==> src/rtl/modfold_pkg.sv <==
package modfold_pkg;
  typedef enum logic [1:0] {
    ST_IDLE  = 2'd0,
    ST_INNER = 2'd1,
    ST_OUTER = 2'd2,
    ST_FIN   = 2'd3
  } fold_state_e;
endpackage

==> src/rtl/modfold_ctrl.sv <==
module modfold_ctrl
  import modfold_pkg::*;
#(
  parameter int MAX_LAT = 48
) (
  input  logic        clk,
  input  logic        rst,
  input  logic        start,
  input  logic        inner_q_zero,
  input  logic        outer_q_zero,
  output fold_state_e state,
  output logic        load,
  output logic        busy
);
  localparam int CW = $clog2(MAX_LAT + 2);

  fold_state_e state_nx;
  logic [CW-1:0] lat_cnt;

  assign busy = (state != ST_IDLE);
  assign load = start && (state == ST_IDLE);

  always_comb begin
    state_nx = state;
    case (state)
      ST_IDLE:  if (start) state_nx = ST_INNER;
      ST_INNER: if (inner_q_zero) state_nx = ST_OUTER;
      ST_OUTER: state_nx = outer_q_zero ? ST_FIN : ST_INNER;
      ST_FIN:   state_nx = ST_IDLE;
      default:  state_nx = ST_IDLE;
    endcase
  end

  always_ff @(posedge clk) begin
    if (rst) state <= ST_IDLE;
    else     state <= state_nx;
  end

  // Cycles spent since the accepting edge; saturates above the bound.
  always_ff @(posedge clk) begin
    if (rst || load)                 lat_cnt <= '0;
    else if (busy && lat_cnt <= CW'(MAX_LAT)) lat_cnt <= lat_cnt + 1'b1;
  end

  assert_busy_after_start_R7: assert property (@(posedge clk) disable iff (rst)
    (start && !busy) |=> busy);

  assert_latency_bound_R9: assert property (@(posedge clk) disable iff (rst)
    busy |-> (lat_cnt < CW'(MAX_LAT)));
endmodule

==> src/rtl/modfold_datapath.sv <==
module modfold_datapath
  import modfold_pkg::*;
#(
  parameter int IN_W = 32,
  parameter int K    = 8,
  parameter int MOD  = 179
) (
  input  logic            clk,
  input  logic            rst,
  input  logic            load,
  input  logic [IN_W-1:0] operand,
  input  fold_state_e     state,
  output logic            inner_q_zero,
  output logic            outer_q_zero,
  output logic [K-1:0]    r_low
);
  localparam int FOLD = (1 << K) - MOD;
  localparam int PW   = IN_W + K;

  logic [IN_W-1:0] r_acc;
  logic [IN_W-1:0] q_hi;
  logic [PW-1:0]   prod;
  logic [IN_W-1:0] prod_hi;
  logic [K-1:0]    prod_lo;

  // Single multiply by the constant fold factor.
  assign prod    = PW'(q_hi) * PW'(FOLD);
  assign prod_lo = prod[K-1:0];
  assign prod_hi = prod[K +: IN_W];

  assign inner_q_zero = (prod_hi == '0);
  assign outer_q_zero = (r_acc[IN_W-1:K] == '0);
  assign r_low        = r_acc[K-1:0];

  always_ff @(posedge clk) begin
    if (rst) begin
      r_acc <= '0;
      q_hi  <= '0;
    end else if (load) begin
      r_acc <= IN_W'(operand[K-1:0]);
      q_hi  <= operand >> K;
    end else begin
      case (state)
        ST_INNER: begin
          r_acc <= r_acc + IN_W'(prod_lo);
          q_hi  <= prod_hi;
        end
        ST_OUTER: begin
          q_hi  <= r_acc >> K;
          r_acc <= IN_W'(r_acc[K-1:0]);
        end
        default: ;
      endcase
    end
  end

  // Reduction must leave only one byte before the final correction.
  assert_fold_settled_R2: assert property (@(posedge clk) disable iff (rst)
    (state == ST_FIN) |-> (r_acc[IN_W-1:K] == '0));
endmodule

==> src/rtl/modfold_final.sv <==
module modfold_final #(
  parameter int K   = 8,
  parameter int MOD = 179
) (
  input  logic         clk,
  input  logic         rst,
  input  logic         fin,
  input  logic [K-1:0] r_low,
  output logic         done,
  output logic [K-1:0] result
);
  localparam logic [K-1:0] MOD_C = K'(MOD);

  always_ff @(posedge clk) begin
    if (rst) begin
      done   <= 1'b0;
      result <= '0;
    end else begin
      done <= fin;
      if (fin) result <= (r_low >= MOD_C) ? (r_low - MOD_C) : r_low;
    end
  end

  assert_result_range_R8: assert property (@(posedge clk) disable iff (rst)
    result < MOD_C);

  assert_done_single_R4: assert property (@(posedge clk) disable iff (rst)
    done |=> !done);

  assert_result_hold_R5: assert property (@(posedge clk) disable iff (rst)
    !done |-> $stable(result));
endmodule

==> src/rtl/modfold_reducer.sv <==
module modfold_reducer
  import modfold_pkg::*;
#(
  parameter int IN_W    = 32,
  parameter int K       = 8,
  parameter int MOD     = 179,
  parameter int MAX_LAT = 48
) (
  input  logic            clk,
  input  logic            rst,
  input  logic            start,
  input  logic [IN_W-1:0] operand,
  output logic            busy,
  output logic            done,
  output logic [K-1:0]    result
);
  fold_state_e state;
  logic load, inner_q_zero, outer_q_zero;
  logic [K-1:0] r_low;

  modfold_ctrl #(.MAX_LAT(MAX_LAT)) u_ctrl (
    .clk(clk), .rst(rst), .start(start),
    .inner_q_zero(inner_q_zero), .outer_q_zero(outer_q_zero),
    .state(state), .load(load), .busy(busy)
  );

  modfold_datapath #(.IN_W(IN_W), .K(K), .MOD(MOD)) u_dp (
    .clk(clk), .rst(rst), .load(load), .operand(operand), .state(state),
    .inner_q_zero(inner_q_zero), .outer_q_zero(outer_q_zero), .r_low(r_low)
  );

  modfold_final #(.K(K), .MOD(MOD)) u_fin (
    .clk(clk), .rst(rst), .fin(state == ST_FIN), .r_low(r_low),
    .done(done), .result(result)
  );

  assert_done_not_busy_R4: assert property (@(posedge clk) disable iff (rst)
    done |-> !busy);
endmodule

==> config.mk <==
export PLATFORM = sky130hd
export DESIGN_NAME = modfold_reducer
export DESIGN_NICKNAME = d
export VERILOG_FILES = /design/src/rtl/modfold_pkg.sv /design/src/rtl/modfold_ctrl.sv /design/src/rtl/modfold_datapath.sv /design/src/rtl/modfold_final.sv /design/src/rtl/modfold_reducer.sv
export SDC_FILE = /design/constraint.sdc
export NUM_CORES = 1
export LEC_CHECK = 0
export BUFFER_PORTS_ARGS = -buffer_cell sky130_fd_sc_hd__buf_4
export CAP_MARGIN = 20
export CORE_UTILIZATION = 65
export CTS_CLUSTER_SIZE = 14
export DETAILED_ROUTE_END_ITERATION = 10
export HOLD_SLACK_MARGIN = 0.02
export PLACE_DENSITY = 0.84
export SKIP_LAST_GASP = 1
export SYNTH_ARGS = -nofsm -noshare
export SYNTH_HDL_FRONTEND = slang
export SYNTH_SLANG_ARGS = --single-unit
export TNS_END_PERCENT = 50
==> constraint.sdc <==
create_clock -name clk -period 10.9 [get_ports clk]
set_input_delay 2.18 -clock clk [delete_from_list [all_inputs] [get_ports clk]]
set_output_delay 2.18 -clock clk [all_outputs]
set_load 0.02 [all_outputs]
## After elaboration in Yosys (flattened, before gate mapping)

Cells that the tools add are included.

- Register bits: 75
- Latch bits: 0
- RAM bits: 0
- Bits in read-only memories: 0
- Input bits: 35
- Output and inout bits: 10
- Logic and storage cells: 37
- Memories kept: 0

- $add $sub $neg: 2
- $mul: 1
- Div/mod/pow operators: 0
- Magnitude comparators: 1
- Equal/unequal tests: 6
- Shift-type cells: 0
- Multiplexer cells: 9
- Bitwise gates (word level): 0
- Reductions and logical operators: 11

Operators with widths:

| kind | count |
|---|---|
| $pmux W32 S2 | 2 |
| $mul A32 B7 Y39 const B | 1 |
| $add A32 B8 Y32 | 1 |
| $logic_not A32 Y1 | 1 |
| $logic_not A24 Y1 | 1 |
| $mux W24 | 1 |
| $mux W8 | 2 |
| $ge A8 B8 Y1 const B | 1 |
| $pmux W2 S4 | 1 |
| $sub A8 B8 Y8 const B | 1 |
| $mux W2 | 3 |
| $ne A2 B2 Y1 const B | 3 |
| $reduce_bool A2 Y1 | 3 |
| $eq A2 B2 Y1 const B | 2 |
| $reduce_and A2 Y1 | 2 |
| $reduce_bool A3 Y1 | 1 |
| $eq A2 B1 Y1 const B | 1 |
| $logic_not A2 Y1 | 1 |
| $reduce_or A2 Y1 | 1 |
| $logic_and A1 B1 Y1 | 1 |

## Depth between registers and ports, before layout

Gate-level depths: netlist (run 1).

- Depth in word-level cells: 4
- Mapped depth: 18
- Gate-level depth less buffers: 18

## Cells and area by module

Synthesis (run 1) repeated with hierarchy kept, for this count alone.

- Cells, all modules: 858
- Area, all modules: 7033.0 um^2

Modules (own cells, without submodules):

| module | times used | cells each | area an instance (um^2) | seq. area each (um^2) |
|---|---|---|---|---|
| modfold_datapath | 1 | 784 | 6372.4 | 1121.1 |
| modfold_final | 1 | 62 | 559.3 | 180.2 |
| modfold_ctrl | 1 | 11 | 95.1 | 40.0 |
| modfold_reducer | 1 | 1 | 6.3 | 0.0 |

## Least setup slack after synthesis (run 1)

No wires, ideal clock.

- Path kind: reg-to-reg
- Start point: register u_dp.q_hi[7]
- End point: register u_ctrl.state[1]
- Library setup time: 0.122 ns
- Arrival time: 4.403 ns
- Data required time: 10.778 ns
- Path slack: 6.376 ns
- Stages on the path, launching flop included: 18
- Buffers on the path: 1
- Clock period less this slack: 4.524 ns
- Cells stage by stage: dfxtp_1 > ha_1 > ha_1 > fa_1 > inv_1 > fa_1 > inv_1 > ha_1 > buf_6 > a211o_1 > o211ai_1 > or2b_1 > xor2_1 > a2111oi_4 > nand4_1 > nor4_4 > o221ai_1 > o311a_1

- Longest elaborated chain between the ends: 4

Ends and longest elaborated chain:

| what | line | source |
|---|---|---|
| start, declared | modfold_datapath.sv:21 | `logic [IN_W-1:0] q_hi;` |
| start signal, assigned | modfold_datapath.sv:41 | `q_hi <= operand >> K;` |
| start signal, assigned | modfold_datapath.sv:46 | `q_hi <= prod_hi;` |
| start signal, assigned | modfold_datapath.sv:49 | `q_hi <= r_acc >> K;` |
| $mul A32 B7 Y39 | modfold_datapath.sv:27 | `assign prod = PW'(q_hi) * PW'(FOLD);` |
| $logic_not A32 Y1 | modfold_datapath.sv:31 | `assign inner_q_zero = (prod_hi == '0);` |
| $ne A2 B2 Y1 (no line) | - |  |
| $reduce_and A2 Y1 (no line) | - |  |
| end signal, assigned | modfold_ctrl.sv:36 | `else state <= state_nx;` |
| end, declared | modfold_ctrl.sv:11 | `output fold_state_e state,` |

Every way passes these cells.
A chain may end at the register's enable or synchronous reset.

## Final worst setup path (run 1)

- Start point: register u_dp.q_hi[6]
- End point: register u_ctrl.state[1]

Same word-level chain as after synthesis.

==> flow_summary.rst, run 1 <==
.. list-table::
   :header-rows: 1

   * - Metric
     - Value
   * - Result of the run
     - finished, final reports clean
   * - Number of pins with negative max-slew slack in the final report
     - 0
   * - Core region area
     - 0.0109 sq mm
   * - Final-layout setup total negative slack
     - 0 ps
   * - Die area
     - 0.0116 sq mm
   * - Worst Setup Slack, final
     - 5740 ps
   * - Hold crit path type
     - reg -> reg
   * - Endpoint of the most critical setup path
     - u_ctrl.state[1]$_SDFFE_PP0P_
   * - Required arrival time at the worst endpoint
     - 11,160 ps
   * - Clock slew at the register clock pins of the worst setup and hold paths
     - 90 ps
   * - Area leader, netlist
     - dfxtp_1
   * - Cell chosen for the clock root
     - clkbuf_8
   * - Sum of overflow across all layers after global routing
     - 0
   * - Count of vias placed by the detailed router
     - 6,536
   * - Sum of net half-perimeters after detailed placement
     - 15,000 microns
   * - Total number of nets in the final design
     - 1,084
   * - Area growth, synth to finish
     - 7.96%
   * - Remaining antenna violation count
     - 0
   * - Routability cong.
     - 0.954
   * - Total GRT Usage
     - 34.8%
   * - Async S/R FF share, synth
     - 0%
   * - Horizontal die dimension
     - 108 microns
   * - Leading cell types by total area after synthesis
     - dfxtp_1, ha_1, fa_1, inv_1, a21oi_1
   * - Post-synthesis share of cell area spent on xor and xnor gates
     - 5.90%
   * - Cts repair resizes
     - 0
   * - Design area
     - 0.00785 sq mm
   * - #FFs+latches synth
     - 67
   * - Type of the worst setup path
     - reg -> reg
   * - Max-capacitance violation count
     - 0
   * - TritonCTS clock tree
     - built
   * - Cell Area, Synth
     - 0.00727 sq mm
   * - Quantity of I/O buffers inserted on ports
     - 44
   * - First-pass GRT wire length
     - 31,500 microns
   * - Largest net degree at the start of global routing
     - 47
   * - Max H-tree Level
     - 3
   * - Dominant synthesized flop cell
     - dfxtp_1
   * - Iteration-0 DRC Markers
     - 544
   * - DRC violation count after routing
     - 0
   * - Total detailed-routing wirelength
     - 19,100 microns
   * - Number of diodes added for antenna fixing
     - 0
   * - Count of fill cells added during filler insertion
     - 880
   * - Clock Skews
     - 18.2 ps
   * - Period utilisation layout
     - 47.3%
   * - Arrival time at the worst endpoint
     - 5410 ps
   * - Ratio of cells with drive above 1 in the final layout
     - 9.84%
   * - Multiplexer fraction of the synthesized cell area
     - 1.84%
   * - Worst setup slack for register-to-register paths
     - 5740 ps
   * - Headroom to the max-slew limit
     - 34.0%
   * - Pre-CTS setup slack
     - 5860 ps
   * - Combinational family with the most area after synthesis
     - adder cells
   * - Post-Synth Adder-Cell Area
     - 28.1%
   * - Count of mapped cells out of synthesis
     - 882
   * - Total nets after synthesis
     - 1,056
   * - Simple logic cell fraction of the synthesized area
     - 17.3%
   * - Category of the worst setup path capture point
     - register
   * - Synth unique cells
     - 74
   * - Later-pin clock latency in the skew report
     - 360 ps
   * - Setup Buffers After CTS
     - 0
   * - Reg-to-Reg Start
     - u_dp.q_hi[6]$_SDFFE_PP0P_
   * - Share of the synthesized area in compound gates (AO/OA/AOI/OAI)
     - 20.3%
   * - Post-place instance area
     - 0.00767 sq mm
   * - CTS sink cnt
     - 67
   * - Post-CTS Hold Fix Bufs
     - 0
   * - Number of hold violations in the final report
     - 0
   * - Timing-limited maximum frequency
     - 194 MHz
   * - RSZ-0062 raised after global routing
     - no
   * - Initial standard-cell utilization of the core
     - 66.8%
   * - Worst-path maximum fanout
     - 9
   * - Number of global-route vias before repair
     - 6,374
   * - Slew at the pin with the worst max-slew slack
     - 988 ps
   * - Number of setup violations in the final report
     - 0
   * - WL/cell
     - 18.1 microns
   * - Number of vias per cell after detailed routing
     - 6.20
   * - TritonRoute pass-1 iters
     - 6
   * - Critical Path Source Type
     - register
   * - Post-synth EDFFs
     - 0
   * - Capture instance of the worst register-to-register path
     - u_ctrl.state[1]$_SDFFE_PP0P_
   * - Worst setup startpoint
     - u_dp.q_hi[6]$_SDFFE_PP0P_
   * - Vertical die dimension
     - 108 microns
   * - Number of antenna violations at the first check in global routing
     - 0
   * - Per-instance average area after synthesis
     - 8.25 sq um
   * - Sequential-to-total area share from yosys stat
     - 18.4%
   * - Warnings from Yosys
     - 0
   * - Maximum clock insertion buffer count
     - 2
   * - Number of CTS-inserted buffers
     - 9
   * - Area share of the leading cell type in the synthesized netlist
     - 18.4%
   * - I/O pins
     - 45
   * - Core Rows
     - 38
   * - Hold wc startpoint
     - u_fin.result[6]$_SDFFE_PP0P_
   * - Post-layout minimum cycle time
     - 5160 ps
   * - Number of cells traversed by the worst register-to-register path
     - 17
==> cell usage after synthesis, types with 21 or more instances <==
library cell,number
inv_1,120
ha_1,98
nor2_1,76
dfxtp_1,67
nand2_1,66
a21oi_1,58
fa_1,41
xor2_1,32
a211oi_1,27
o21ai_0,23
clkbuf_1,22
nand3_1,21
==> kinds of logic (layout without fill, tap and decap cells) <==
logic type / count (synthesis) / after routing
flip-flops: 67 / 67
AO/OA/AOI/OAI: 207 / 207
adder cells (fa/ha/maj): 139 / 139
AND/OR/NAND/NOR: 255 / 255
buffers and inverters: 152 / 185
multiplexers: 13 / 13
XOR/XNOR: 49 / 49
==> critical path, cell delays in order (launching register included) <==
cell and delay (ps):
dfxtp_1 540, ha_1 300, ha_1 300, fa_1 540, inv_1 50, fa_1 500
inv_1 50, ha_1 410, a21oi_1 270, nand2_1 80, o32ai_1 330, xor2_1 290
nand4_1 200, a2111oi_4 370, nand4_1 180, nor4_4 320, o221ai_1 170, o311a_1 140
==> final cells by class <==
| type | instances | area (sq um) | share of cell area, % |
|---|---|---|---|
| inverters | 121 | 454 | 5.78 |
| multi-input cells | 663 | 5340 | 68.0 |
| clock inverters | 5 | 38.8 | 0.494 |
| well taps | 140 | 175 | 2.23 |
| flip-flops and latches | 67 | 1340 | 17.1 |
| clock buffers | 11 | 141 | 1.80 |
| repair buffers | 48 | 360 | 4.59 |
==> state kept, by name (all words and copies together), names as in the netlist <==
| name | cells |
|---|---|
| u_fin.result | 8 |
| u_dp.q_hi | 24 |
| u_fin.done | 1 |
| u_ctrl.state | 2 |
| u_dp.r_acc | 32 |
==> cell usage in the layout, fill, tap and decap left out, types with 10 or more instances in the layout <==
cell      synthesis  routed
a211oi_1         27      27
a21o_1           17      17
a21oi_1          58      58
and3_1           15      15
buf_4             0      48
clkbuf_8          0      10
dfxtp_1          67      67
fa_1             41      41
ha_1             98      98
inv_1           120     120
mux2i_1          10      10
nand2_1          66      66
nand3_1          21      21
nand4_1          11      11
nor2_1           76      76
nor2b_1          10      10
nor3_1           13      13
o211ai_1         19      19
o21ai_0          23      23
xnor2_1          17      17
xor2_1           32      32
==> routing by layer <==
layer  wire length [microns]  vias up  track usage, %  share of wire [%]
met4                     294        0            10.4                1.5
met1                    9100     3152            50.4                 48
met3                    1200       28            3.33                6.3
met5                       0        -               0                  0
met2                    8540      244            54.6                 45
li1                        -     3112               -                  -
==> through the flow <==
stage,hold WS (ps),util [%],std cells
finish,489,72.1,1055
global route,532,72.1,1055
CTS,493,72.1,1055
detailed placement,481,70.5,1039
global placement,458,70.5,1039
floorplan,492,-,882
==> worst min-delay path by stage <==
stage / to / slack, ps / cells after the start
6_report: u_fin.result[6]$_SDFFE_PP0P_ / 490 / 2
3_5_place_dp: u_fin.result[6]$_SDFFE_PP0P_ / 480 / 2
3_3_place_gp: u_fin.result[6]$_SDFFE_PP0P_ / 460 / 2
2_1_floorplan: u_dp.r_acc[19]$_SDFFE_PP0P_ / 490 / 2
4_1_cts: u_fin.result[3]$_SDFFE_PP0P_ / 490 / 2
5_1_grt: u_fin.result[5]$_SDFFE_PP0P_ / 530 / 2
Power of run 1 is left out: the tool's default activity adds up to more than one toggle a clock period on the data nets, which glitch-free logic cannot reach.
==> inputs of run 2 (changes only) <==
--- a/config.mk
+++ b/config.mk
@@ -7,11 +7,11 @@
 export LEC_CHECK = 0
 export BUFFER_PORTS_ARGS = -buffer_cell sky130_fd_sc_hd__buf_4
 export CAP_MARGIN = 20
-export CORE_UTILIZATION = 65
+export CORE_UTILIZATION = 63
 export CTS_CLUSTER_SIZE = 14
 export DETAILED_ROUTE_END_ITERATION = 10
 export HOLD_SLACK_MARGIN = 0.02
-export PLACE_DENSITY = 0.84
+export PLACE_DENSITY = 0.82
 export SKIP_LAST_GASP = 1
 export SYNTH_ARGS = -nofsm -noshare
 export SYNTH_HDL_FRONTEND = slang
==> constraint.sdc (replaced) <==
create_clock -name clk -period 5.2 [get_ports clk]
set_input_delay 1.04 -clock clk [delete_from_list [all_inputs] [get_ports clk]]
set_output_delay 1.04 -clock clk [all_outputs]
set_load 0.02 [all_outputs]
==> run 2 against run 1 <==
  * Flip-flop and latch count is the same
  * Global-route usage fell by 1.3 points
  * Largest cell class unchanged
  * Clock skew shrank 12 ps
  * Highest routed layer unchanged
==> flow_summary.rst, run 2 (synthesized netlist as in run 1, its figures left out) <==
.. list-table::
   :header-rows: 1

   * - Metric
     - Value
   * - Non-filler instance count after layout
     - 1,061 (+0.57%)
   * - Clock slew at the register clock pins of the worst setup and hold paths
     - 50 ps (-40 ps)
   * - Max H-tree Level
     - 3 (unchanged)
   * - Number of hold violations in the final report
     - 0 (unchanged)
   * - Sum of overflow across all layers after global routing
     - 0 (unchanged)
   * - Number of diodes added for antenna fixing
     - 0 (unchanged)
   * - Count of fill cells added during filler insertion
     - 849 (-3.5%)
   * - Ratio of cells with drive above 1 in the final layout
     - 12.8% (+3.0 points)
   * - Highest-count cells in the layout ignoring fill and taps
     - inv_1, ha_1, nor2_1
   * - Number of antenna violations at the first check in global routing
     - 0 (unchanged)
   * - Critical Path Source Type
     - register
   * - Timing-limited maximum frequency
     - 198 MHz (+2.2%)
   * - Largest registers
     - u_dp.r_acc x32, u_dp.q_hi x24, u_fin.result x8
   * - Horizontal die dimension
     - 109 microns (+1.5%)
   * - Number of setup violations in the final report
     - 0 (unchanged)
   * - Cell count after placement
     - 1,043 (+0.38%)
   * - I/O pins
     - 45 (unchanged)
   * - Core region area
     - 0.0110 sq mm (+1.3%)
   * - DRC violation count after routing
     - 0 (unchanged)
   * - Hold crit path type
     - reg -> reg
   * - Reg-to-Reg Start
     - u_dp.q_hi[7]$_SDFFE_PP0P_
   * - Hold wc startpoint
     - u_fin.result[6]$_SDFFE_PP0P_
   * - Max-capacitance violation count
     - 0 (unchanged)
   * - Arrival time at the worst endpoint
     - 5270 ps (-140 ps)
   * - Result of the run
     - finished, final reports clean
   * - TritonCTS clock tree
     - built
   * - Max reg flops
     - 32 (unchanged)
   * - CTS sink cnt
     - 67 (unchanged)
   * - Iteration-0 DRC Markers
     - 642 (+18%)
   * - Capture endpoint of the worst hold path
     - u_fin.result[6]$_SDFFE_PP0P_
   * - Headroom to the max-slew limit
     - 27.7% (-6.2 points)
   * - Type of the worst setup path
     - reg -> reg
   * - Count of vias placed by the detailed router
     - 6,556 (+0.31%)
   * - Total detailed-routing wirelength
     - 19,200 microns (+0.48%)
   * - Most common cell after layout, fill and taps aside
     - inv_1
   * - WL/cell
     - 18.1 microns (about the same)
   * - Required arrival time at the worst endpoint
     - 5420 ps (-5740 ps)
   * - Post-layout minimum cycle time
     - 5050 ps (-111 ps)
   * - Routability cong.
     - 0.923 (-3.2%)
   * - Worst setup slack for register-to-register paths
     - 150 ps (-5590 ps)
   * - Remaining antenna violation count
     - 0 (unchanged)
   * - Worst hold-check slack
     - 475 ps (-13.7 ps)
   * - Total number of nets in the final design
     - 1,090 (+0.55%)
   * - Number of cells traversed by the worst register-to-register path
     - 17 (unchanged)
   * - Period utilisation layout
     - 97.0% (+50 points)
   * - Total GRT Usage
     - 33.6% (-1.3 points)
   * - TritonRoute pass-1 iters
     - 5 (-1)
   * - Hold Path Stages
     - 2 (unchanged)
   * - Core Rows
     - 38 (unchanged)
   * - Number of CTS-inserted buffers
     - 9 (unchanged)
   * - Final-layout setup total negative slack
     - 0 ps (unchanged)
   * - Maximum clock insertion buffer count
     - 2 (unchanged)
   * - Number of vias per cell after detailed routing
     - 6.18 (-0.26%)
   * - Die area
     - 0.0120 sq mm (+3.1%)
   * - Number of pins with negative max-slew slack in the final report
     - 0 (unchanged)
   * - Vertical die dimension
     - 109 microns (+1.5%)
   * - Capture instance of the worst register-to-register path
     - u_ctrl.state[1]$_SDFFE_PP0P_
   * - Initial standard-cell utilization of the core
     - 65.9% (-0.86 points)
   * - Worst-path maximum fanout
     - 9 (unchanged)
   * - Largest net degree at the start of global routing
     - 47 (unchanged)
   * - Slew at the pin with the worst max-slew slack
     - 1080 ps (+91.8 ps)
   * - Number of global-route vias before repair
     - 6,324 (-0.78%)
   * - Sum of net half-perimeters after detailed placement
     - 14,900 microns (-0.96%)
   * - Quantity of I/O buffers inserted on ports
     - 44 (unchanged)
   * - Cell chosen for the clock root
     - clkbuf_16
   * - Later-pin clock latency in the skew report
     - 340 ps (-20 ps)
   * - Area growth, synth to finish
     - 11.6%
   * - Category of the worst setup path capture point
     - register
   * - Register name with the most flops
     - u_dp.r_acc
   * - Clock Skews
     - 5.70 ps (-12.5 ps)
   * - First-pass GRT wire length
     - 31,200 microns (-0.98%)
run 2: what timing repair did:
action                     CTS  global route
setup endpoints to repair    0             2
setup buffers                0             2
hold buffers                 0             0
gates resized for setup      0            27
run 2: worst max path at each step:
stage                               startpoint                      endpoint  slack [ps]  cells past startpoint
detailed placement  u_dp.q_hi[20]$_SDFFE_PP0P_  u_ctrl.state[1]$_SDFFE_PP0P_          70                     17
finish               u_dp.q_hi[7]$_SDFFE_PP0P_  u_ctrl.state[1]$_SDFFE_PP0P_         150                     17
global route         u_dp.q_hi[7]$_SDFFE_PP0P_  u_ctrl.state[1]$_SDFFE_PP0P_         -40                     17
CTS                  u_dp.q_hi[7]$_SDFFE_PP0P_  u_ctrl.state[1]$_SDFFE_PP0P_          60                     17
global placement     u_dp.q_hi[7]$_SDFFE_PP0P_  u_ctrl.state[1]$_SDFFE_PP0P_          80                     17
floorplan            u_dp.q_hi[7]$_SDFFE_PP0P_  u_ctrl.state[1]$_SDFFE_PP0P_         680                     17
run 2: stage by stage:
step | area [sq um] | utilization, % | setup WS (ps)
2_1_floorplan | 7270 | - | 676
3_3_place_gp | 7700 | 69.8 | 77.9
3_5_place_dp | 7700 | 69.8 | 73.6
4_1_cts | 8030 | 72.8 | 62.3
5_1_grt | 8120 | 73.6 | -42.6
6_report | 8120 | 73.6 | 154
run 2: worst max-delay path: stages, from the launching register on:
cell	delay, ps
dfxtp_2	430
ha_1	270
ha_1	300
fa_1	540
inv_1	50
fa_1	490
inv_1	50
ha_1	400
a21oi_2	250
nand2_1	90
o32ai_2	240
xor2_1	270
nand4_1	230
a2111oi_4	360
nand4_1	190
nor4_4	420
o221ai_1	190
o311a_1	150
run 2: cell type report:
type                    instances  area [sq um]  area share, %
inverters                     121           454           5.59
clock buffers                  12           256           3.16
repair buffers                 54           405           4.99
flip-flops and latches         67          1360           16.7
multi-input cells             663          5400           66.5
clock inverters                 4          72.6          0.894
well taps                     140           175           2.16
run 2: per-layer routing:
metal	track usage, %	vias up	wire length [microns]
met1	47.3	3139	8630
met2	52.3	266	8750
li1	-	3118	-
met5	0	-	0
met3	6.88	33	1560
met4	8.67	0	281
Power of run 2 is left out for the same reason.
==> inputs of run 3 (changes only) <==
--- a/config.mk
+++ b/config.mk
@@ -7,11 +7,13 @@
 export LEC_CHECK = 0
 export BUFFER_PORTS_ARGS = -buffer_cell sky130_fd_sc_hd__buf_4
 export CAP_MARGIN = 20
-export CORE_UTILIZATION = 63
+export CELL_PAD_IN_SITES_DETAIL_PLACEMENT = 0
+export CELL_PAD_IN_SITES_GLOBAL_PLACEMENT = 1
+export CORE_UTILIZATION = 48
 export CTS_CLUSTER_SIZE = 14
 export DETAILED_ROUTE_END_ITERATION = 10
 export HOLD_SLACK_MARGIN = 0.02
-export PLACE_DENSITY = 0.82
+export PLACE_DENSITY_LB_ADDON = 0.1
 export SKIP_LAST_GASP = 1
 export SYNTH_ARGS = -nofsm -noshare
 export SYNTH_HDL_FRONTEND = slang
==> run 3 against run 2 <==
  * Via count decreased by 1.7%
  * Non-clock buffer count is 8 higher
  * First-iteration DRC count down 35%
  * Flip-flop and latch count did not move
  * Largest cell class unchanged
==> flow_summary.rst, run 3 (synthesized netlist as in run 1, its figures left out) <==
.. list-table::
   :header-rows: 1

   * - Metric
     - Value
   * - Final-layout setup total negative slack
     - 0 ps (unchanged)
   * - Stages on the worst setup path
     - 16 (-1)
   * - RSZ-0062 raised after global routing
     - no
   * - Result of the run
     - finished, final reports clean
   * - Count of vias placed by the detailed router
     - 6,447 (-1.7%)
   * - WL/cell
     - 17.8 microns (-2.0%)
   * - Most common cell after layout, fill and taps aside
     - inv_1
   * - Number of diodes added for antenna fixing
     - 0 (unchanged)
   * - Max-capacitance violation count
     - 0 (unchanged)
   * - Cell chosen for the clock root
     - clkbuf_16
   * - Timing-limited maximum frequency
     - 201 MHz (+1.2%)
   * - Number of setup violations in the final report
     - 0 (unchanged)
   * - Period utilisation layout
     - 95.9% (-1.1 points)
   * - Highest cell delay on the worst timing path
     - 530 ps (about the same)
   * - Hold Path Stages
     - 2 (unchanged)
   * - Largest registers
     - u_dp.r_acc x32, u_dp.q_hi x24, u_fin.result x8
   * - Highest-count cells in the layout ignoring fill and taps
     - inv_1, ha_1, nor2_1
   * - Slew at the pin with the worst max-slew slack
     - 902 ps (-178 ps)
   * - Sum of overflow across all layers after global routing
     - 0 (unchanged)
   * - Clock Skews
     - 6.71 ps (+1.01 ps)
   * - Number of antenna violations at the first check in global routing
     - 0 (unchanged)
   * - Worst setup slack for register-to-register paths
     - 210 ps (+60 ps)
   * - Die area
     - 0.0156 sq mm (+31%)
   * - Post-CTS Hold Fix Bufs
     - 0 (unchanged)
   * - Number of CTS-inserted buffers
     - 9 (unchanged)
   * - Sum of net half-perimeters after detailed placement
     - 15,700 microns (+5.5%)
   * - DRC violation count after routing
     - 0 (unchanged)
   * - Arrival time at the worst endpoint
     - 5200 ps (-70 ps)
   * - Post-layout minimum cycle time
     - 4990 ps (-59.1 ps)
   * - Number of hold violations in the final report
     - 0 (unchanged)
   * - Core region area
     - 0.0146 sq mm (+33%)
   * - Number of cells traversed by the worst register-to-register path
     - 16 (-1)
   * - Register name with the most flops
     - u_dp.r_acc
   * - Max H-tree Level
     - 3 (unchanged)
   * - Cells traversed along the worst timing path
     - ha_1 > ha_1 > fa_1 > inv_1 > fa_1 > inv_1 > ha_2 > a211o_1 > o21ai_0 > xor2_1 > o21ai_0 > a2111oi_4 > nand4_1 > nor4_4 > o221ai_1 > o311a_1
   * - Buf+Inv Stages, Crit Path
     - 2 (unchanged)
   * - Worst-path maximum fanout
     - 9 (unchanged)
   * - Horizontal die dimension
     - 125 microns (+14%)
   * - Clock slew at the register clock pins of the worst setup and hold paths
     - 60 ps (about the same)
   * - Iteration-0 DRC Markers
     - 419 (-35%)
   * - I/O pins
     - 45 (unchanged)
   * - Ratio of cells with drive above 1 in the final layout
     - 14.2% (+1.4 points)
   * - Max reg flops
     - 32 (unchanged)
   * - TritonCTS clock tree
     - built
   * - First-pass GRT wire length
     - 32,300 microns (+3.7%)
   * - Total number of nets in the final design
     - 1,098 (+0.73%)
   * - Core Rows
     - 44 (+16%)
   * - Type of the worst setup path
     - reg -> reg
   * - Total GRT Usage
     - 25.8% (-7.8 points)
   * - Initial standard-cell utilization of the core
     - 49.7% (-16 points)
   * - Number of pins with negative max-slew slack in the final report
     - 0 (unchanged)
   * - Total detailed-routing wirelength
     - 19,800 microns (+2.8%)
   * - Quantity of I/O buffers inserted on ports
     - 44 (unchanged)
   * - Critical Path Source Type
     - register
   * - Number of vias per cell after detailed routing
     - 5.79 (-6.3%)
   * - Later-pin clock latency in the skew report
     - 330 ps (about the same)
   * - Worst hold-check slack
     - 471 ps (-3.94 ps)
   * - CTS sink cnt
     - 67 (unchanged)
   * - Required arrival time at the worst endpoint
     - 5420 ps (about the same)
   * - Maximum clock insertion buffer count
     - 2 (unchanged)
   * - Headroom to the max-slew limit
     - 39.8% (+12 points)
   * - Routability cong.
     - 0.907 (-1.7%)
   * - Remaining antenna violation count
     - 0 (unchanged)
   * - Number of global-route vias before repair
     - 6,319 (-0.079%)
   * - Category of the worst setup path capture point
     - register
   * - Critical path's top delay family
     - adder cells
   * - Hold crit path type
     - reg -> reg
   * - TritonRoute pass-1 iters
     - 7 (+2)
   * - Largest net degree at the start of global routing
     - 47 (unchanged)
   * - Crit path max-delay cell type
     - fa_1
   * - Vertical die dimension
     - 125 microns (+14%)
   * - Area growth, synth to finish
     - 14.6%
## run 3: area by class of cell
type / count / area [sq um]
clock buffers: 10 / 229
clock inverters: 6 / 136
fillers: 1376 / 6310
inverters: 121 / 454
multi-input cells: 663 / 5470
flip-flops and latches: 67 / 1350
well taps: 184 / 230
repair buffers: 62 / 465
## run 3: worst min-delay path: stages, from the launching register on
cell      delay [ps]
dfxtp_1          300
nand2b_1          60
a21oi_1           60
## run 3: layer usage
layer  part of all wire (%)  vias to the layer above  global-route usage, %
li1                       -                     3129                      -
met4                    1.1                        0                   5.67
met5                      0                        -                      0
met2                     44                      166                   40.6
met3                    4.3                       18                   2.78
met1                     50                     3134                   37.9
## run 3: through the flow
step | setup WS, ps | util, % | instance area (sq um) | std cells
after floorplan | 676 | - | 7270 | 882
after global placement | 87.1 | 53.3 | 7800 | 1093
after detailed placement | 74.7 | 53.3 | 7800 | 1093
after CTS | 41.3 | 55.8 | 8170 | 1109
after global routing | 12.1 | 56.9 | 8330 | 1113
final | 213 | 56.9 | 8330 | 1113
## run 3: worst paths after layout
path / start / end
setup / recovery: u_dp.q_hi[7]$_SDFFE_PP0P_ / u_ctrl.state[1]$_SDFFE_PP0P_
hold / removal: u_fin.result[6]$_SDFFE_PP0P_ / u_fin.result[6]$_SDFFE_PP0P_
setup reg to reg: u_dp.q_hi[7]$_SDFFE_PP0P_ / u_ctrl.state[1]$_SDFFE_PP0P_
hold reg to reg: u_fin.result[6]$_SDFFE_PP0P_ / u_fin.result[6]$_SDFFE_PP0P_
## run 3: repair_timing
| action | in CTS | in global routing |
|---|---|---|
| setup buffers | 0 | 3 |
| setup endpoints to repair | 0 | 2 |
| resized for setup | 0 | 38 |
Power of run 3 is left out for the same reason.
